[src/rtl/pcit_window.sv]
module pcit_window #(
  parameter logic [31:0] BASE_ADDR = 32'h0000_1000,
  parameter int NREGS = 8,
  parameter int WAITW = 3
) (
  input  logic             clk,
  input  logic             rst_n,
  input  logic             frame_n,
  input  logic             irdy_n,
  input  logic [3:0]       cbe_n,
  input  logic [31:0]      ad_in,
  input  logic [WAITW-1:0] wait_cfg,
  output logic             trdy_n,
  output logic [31:0]      ad_out,
  output logic             ad_oe
);

  localparam int IW = $clog2(NREGS);
  localparam logic [3:0] CMD_MRD = 4'b0110;
  localparam logic [3:0] CMD_MWR = 4'b0111;

  typedef enum logic [1:0] {S_IDLE, S_DATA, S_DRAIN} st_t;

  st_t             st;
  logic            is_rd;
  logic [IW-1:0]   idx;
  logic [WAITW-1:0] wcnt;
  logic            trdy_q;
  logic [31:0]     regs [NREGS];

  wire in_win = (ad_in[31:IW+2] == BASE_ADDR[31:IW+2]);
  wire is_mem = (cbe_n == CMD_MRD) || (cbe_n == CMD_MWR);
  wire done   = (st == S_DATA) && !trdy_q && !irdy_n;

  assign trdy_n = trdy_q;
  assign ad_out = regs[idx];
  assign ad_oe  = (st == S_DATA) && is_rd && !trdy_q;

  always_ff @(posedge clk or negedge rst_n) begin
    if (!rst_n) begin
      st     <= S_IDLE;
      is_rd  <= 1'b0;
      idx    <= '0;
      wcnt   <= '0;
      trdy_q <= 1'b1;
    end else begin
      case (st)
        S_IDLE: if (!frame_n) begin
          if (in_win && is_mem) begin
            st    <= S_DATA;
            is_rd <= (cbe_n == CMD_MRD);
            idx   <= ad_in[IW+1:2];
            wcnt  <= '0;
          end else begin
            st <= S_DRAIN;
          end
        end
        S_DATA: begin
          if (trdy_q) begin
            if (wcnt == wait_cfg) trdy_q <= 1'b0;
            else wcnt <= wcnt + 1'b1;
          end else if (!irdy_n) begin
            trdy_q <= 1'b1;
            wcnt   <= '0;
            idx    <= idx + 1'b1;
            if (frame_n) st <= S_DRAIN;
          end
        end
        S_DRAIN: if (frame_n && irdy_n) st <= S_IDLE;
        default: st <= S_IDLE;
      endcase
    end
  end

  always_ff @(posedge clk or negedge rst_n) begin
    if (!rst_n) begin
      for (int g = 0; g < NREGS; g++) regs[g] <= '0;
    end else if (done && !is_rd) begin
      for (int b = 0; b < 4; b++)
        if (!cbe_n[b]) regs[idx][8*b +: 8] <= ad_in[8*b +: 8];
    end
  end


  trdy_release_chk: assert property (@(posedge clk) disable iff (!rst_n)
    done |=> trdy_n);


  stall_hold_chk: assert property (@(posedge clk) disable iff (!rst_n)
    ((st == S_DATA) && !trdy_n && irdy_n) |=> (!trdy_n && $stable(idx)));


  oe_with_trdy_chk: assert property (@(posedge clk) disable iff (!rst_n)
    ad_oe |-> !trdy_n);


  idle_quiet_chk: assert property (@(posedge clk) disable iff (!rst_n)
    (st != S_DATA) |-> (trdy_n && !ad_oe));


  no_reentry_chk: assert property (@(posedge clk) disable iff (!rst_n)
    ((st == S_DRAIN) && !(frame_n && irdy_n)) |=> (st == S_DRAIN));


  burst_step_chk: assert property (@(posedge clk) disable iff (!rst_n)
    done |=> (idx == IW'($past(idx) + 1'b1)));

endmodule

[config.mk]
export PLATFORM = sky130hd
export DESIGN_NAME = pcit_window
export DESIGN_NICKNAME = d
export VERILOG_FILES = /design/src/rtl/pcit_window.sv
export SDC_FILE = /design/constraint.sdc
export NUM_CORES = 1
export LEC_CHECK = 0
export BUFFER_PORTS_ARGS = -buffer_cell sky130_fd_sc_hd__buf_2
export CAP_MARGIN = 10
export CORE_ASPECT_RATIO = 0.9
export CORE_MARGIN = 4
export CORE_UTILIZATION = 61
export CTS_CLUSTER_SIZE = 25
export DETAILED_ROUTE_END_ITERATION = 7
export PLACE_DENSITY = 0.86
export SETUP_SLACK_MARGIN = 0.2
export SYNTH_ARGS = -nofsm -noshare
export SYNTH_HDL_FRONTEND = slang
export SYNTH_SLANG_ARGS = --single-unit
export TNS_END_PERCENT = 50
[constraint.sdc]
create_clock -name clk -period 2.6 [get_ports clk]
set_input_delay 0.13 -clock clk [delete_from_list [all_inputs] [get_ports clk]]
set_output_delay 0.13 -clock clk [all_outputs]
set_load 0.01 [all_outputs]
==> results.txt <==
The data required time of the worst path is 2470 ps, and the clock input transition at the sequential cells of the worst setup and hold paths is 60 ps. The fraction of registers with async set or reset after synthesis is 1.00. The tools report the number of antenna violations at the first check in global routing as 1. For this design the static power due to leakage is 7.07 nW.

For the area of the die, the log shows 0.0226 mm². The run gives 7 as the detailed-routing iteration count for the pre-antenna-repair pass. The antenna violation net count after detailed routing came out at 0.

Of all cell types, the one taking the most synthesized area is dfrtp_1. The root buffer selected by CTS was clkbuf_16. For the post-detailed-route DRC marker count, the log shows 0. From synthesis to final layout, the design area changed by 24.0%. The number of pins with negative max-slew slack in the final report is 0.

For the total power draw, the log shows 10.6 mW. The most frequently used cell type in the post-synthesis netlist was dfrtp_1. For the half-perimeter wire length of the detailed placement result, the log shows 21.2 mm. Type of origin of the critical path: a flip-flop.

At the end of the flow, the number of nets in the layout was 1114. Number of global-route vias before repair: 9402. The floorplan step defined a core boundary enclosing 0.0199 mm². The critical path's slowest cell is dfrtp_2. The fraction of layout instances using a drive strength above 1 came out at 0.522.

STA classifies the critical path endpoint as an output port. The worst hold slack is -1.12 ps, and the width of the die is 158 µm. Of all nets on the critical path, the largest fanout is 8.

Post-route setup TNS: 0 ps. In this run the worst setup path begins at idx[2]. The most common flop cell mapped by yosys was dfrtp_1. The routed design has 36.6 mm of wire.

TritonCTS built the clock tree. The number of enable flip-flop cells after synthesis came out at 0. The logs give 53.6 ps for the post-layout worst setup margin and 1050 for the number of violations reported at the end of detailed-routing iteration 0. The via density per instance is 6.74. After detailed routing, the average wire length per cell comes to 27.2 µm. The cell family contributing the most delay on the critical path is buffers and inverters. The commonest cells after synthesis are dfrtp_1 (265), mux2_2 (263), nand2_1 (34). The number of buffers created by CTS was 26; the worst vdd rail ir drop was 666 µV. The run finished, with violations left. The logs give 0.0123 mm² for the synthesized cell area and 0.925 for the final weighted congestion in routability-driven placement.

The minimum setup slack after placement is 171 ps. The logs give 0 for the final number of setup-violating endpoints and 9061 for the count of vias placed by the detailed router. The fraction of post-synthesis cell area in the top cell type by area was 0.537. The floorplan has 49 rows. Following the worst setup path forward leads to its endpoint at ad_out[22]. The tools report the H-tree depth reported by CTS as 1. The maximum number of pins on one net before global-route repair was 92. The critical path in this run is classified as flip-flop to output port. By area the synthesized netlist is led by dfrtp_1 (54%), mux2_2 (24%), nor2_4 (2.9%). Counting distinct cell types in the post-synthesis netlist gives 51.

The part of the Yosys area used for sequential elements is 0.539. The worst clock skew is 15.1 ps, and the number of max-capacitance violations reported is 0. CTS saw 266 sinks. The tools report the worst flop-to-flop path startpoint as st[0]. The post-route minimum period came out at 2550 ps. STA puts the critical path data arrival time at 2420 ps.

The signal on the critical path passes through buf_12, buf_12, buf_8, buf_4, mux2i_1, o21ai_0, o21ai_0, o21ai_1, buf_2. The logs give 0.482 for the worst max-slew margin expressed relative to the limit and 2 for the final hold violation count. From bottom edge to top edge, the die measures 143 µm. The initial core utilization came out at 0.620. In this run the critical register-to-register path is captured at regs[101]. Synthesis produced 892 cells.

The repair_antennas step left the layout with diodes totalling 0. The largest single stage delay on the critical path is 500 ps. The power density over cell area is 689 mW/mm².

Across the whole layout, storage elements account for 0.00667 mm². Counting cells, the worst reg-to-reg path comes to 7. The buffer and inverter count on the worst path is 5.

No sink is reached through more buffers than the 3 on the longest clock path. The overall track demand over capacity in global routing was 0.315; the instance count on the critical path was 9. The checks that failed: negative hold slack.

During synthesis, Yosys emitted a total of 0 warnings. The number of I/O port buffers is 76, and the overall overflow remaining after global route is 0. The run gives 0.00579 mm² as the area taken by multi-input logic gates. The total of fill cells in the finished design is 1089.

The count of boundary I/O pins is 77. Classification of the worst-slack hold path: input port to flip-flop. The final critical-path share of the clock period is 0.979. Setup repair after global routing could not meet its margin everywhere. The first global-routing pass estimated 54.5 mm of wire.

Synthesis inferred 266 register bits. For the pin with the worst max-slew slack, the measured transition is 777 ps. Across all register-to-register paths, the minimum setup slack is 240 ps.

The average instance in the mapped netlist occupies 13.8 µm². The clock latency on the worst-skew pair is 540 ps, and the maximum clock frequency is 0.393 GHz. The number of nets in the synthesized netlist is 937.
## timing repair
item | 4_1_cts | 5_1_grt
cloned | 1 | 1
endpoints found under the hold margin | 287 | 0
pin swaps | 12 | 16
hold buffers | 31 | 0
setup buffers | 29 | 7
gates resized for setup | 68 | 41
endpoints found under the setup margin | 64 | 91
## flip-flops by register name, indices dropped and copies added (netlist names)
signal	flops
is_rd	1
regs	256
wcnt	3
st	2
idx	3
trdy_n	1
## layout by cell type (no fill, tap or decap), types with 4 or more instances in the layout
master | Yosys | routed
buf_12 | 0 | 11
o21ai_0 | 11 | 8
nand2b_1 | 10 | 8
buf_8 | 0 | 6
a21oi_2 | 0 | 8
nor4_1 | 5 | 5
a221oi_1 | 16 | 4
a221o_1 | 11 | 11
dlygate4sd3_1 | 0 | 31
and2_4 | 0 | 4
buf_4 | 4 | 47
a22o_1 | 6 | 6
buf_2 | 17 | 75
inv_1 | 4 | 4
mux2i_1 | 32 | 27
a221oi_2 | 0 | 10
nand2_1 | 34 | 32
o22ai_1 | 7 | 6
a222oi_1 | 4 | 4
mux2_1 | 13 | 13
mux2_2 | 263 | 257
nor2_1 | 29 | 26
a22oi_1 | 27 | 24
buf_6 | 0 | 15
nand3_1 | 7 | 7
clkbuf_8 | 0 | 13
clkbuf_16 | 0 | 27
mux2_4 | 0 | 6
mux2i_2 | 0 | 5
nor3_1 | 5 | 4
mux4_2 | 11 | 11
a21oi_1 | 19 | 11
dfrtp_1 | 265 | 262
nor2_4 | 32 | 34
## metal layers
metal | track usage | part of all wire | routed length (µm)
met5 | 0 | 0.00019 | 7
met4 | 0.129 | 0.043 | 1560
met2 | 0.490 | 0.47 | 17200
met3 | 0.0727 | 0.087 | 3180
met1 | 0.434 | 0.40 | 14700
## kinds of logic (layout without fill, tap and decap cells)
| kind of cell | count (synthesis) | in the layout | synth area share |
|---|---|---|---|
| muxes | 319 | 319 | 0.298 |
| DFF | 266 | 266 | 0.539 |
| and+or+nand+nor | 148 | 148 | 0.0764 |
| AOI/OAI and AO/OA | 111 | 111 | 0.0667 |
| buffers and inverters | 43 | 240 | 0.0160 |
| xor gates and xnor gates | 3 | 3 | 0.00213 |
| adders and majority gates | 2 | 2 | 0.00203 |
## how the worst min path moves through the flow
stage           endpoint  cells past startpoint       from  slack (ps)
6_report       regs[155]                      2  ad_in[27]          -1
5_1_grt        regs[155]                      2  ad_in[27]          -2
4_1_cts        regs[155]                      2  ad_in[27]         0.5
3_5_place_dp   regs[196]                      1      rst_n         210
3_3_place_gp   regs[196]                      1      rst_n         200
2_1_floorplan     idx[0]                      0      rst_n        -170
## stage by stage
step | hold slack [ps] | cell area [µm²] | instances | utilization
3_5_place_dp | 206 | 13200 | 1227 | 0.665
6_report | -1.12 | 15300 | 1344 | 0.768
4_1_cts | 0.488 | 15000 | 1336 | 0.754
2_1_floorplan | -166 | 12300 | 892 | -
3_3_place_gp | 200 | 13200 | 1227 | 0.665
5_1_grt | -2.10 | 15300 | 1344 | 0.768
## cell type report
cell class,instances,area share
sequential,266,0.435
inverter,5,0.00139
clock buffer,40,0.0544
timing repair buffer,187,0.103
clock inverter,8,0.00703
tap,255,0.0208
multi-input combinational,583,0.378
## report_power, final
part / switching [mW] / internal (mW)
Sequential: 0.128 / 4.31
Combinational: 1.14 / 0.918
Clock: 1.65 / 2.41
Total: 2.92 / 7.63
No activity file was read; power rests on OpenSTA's default activity.
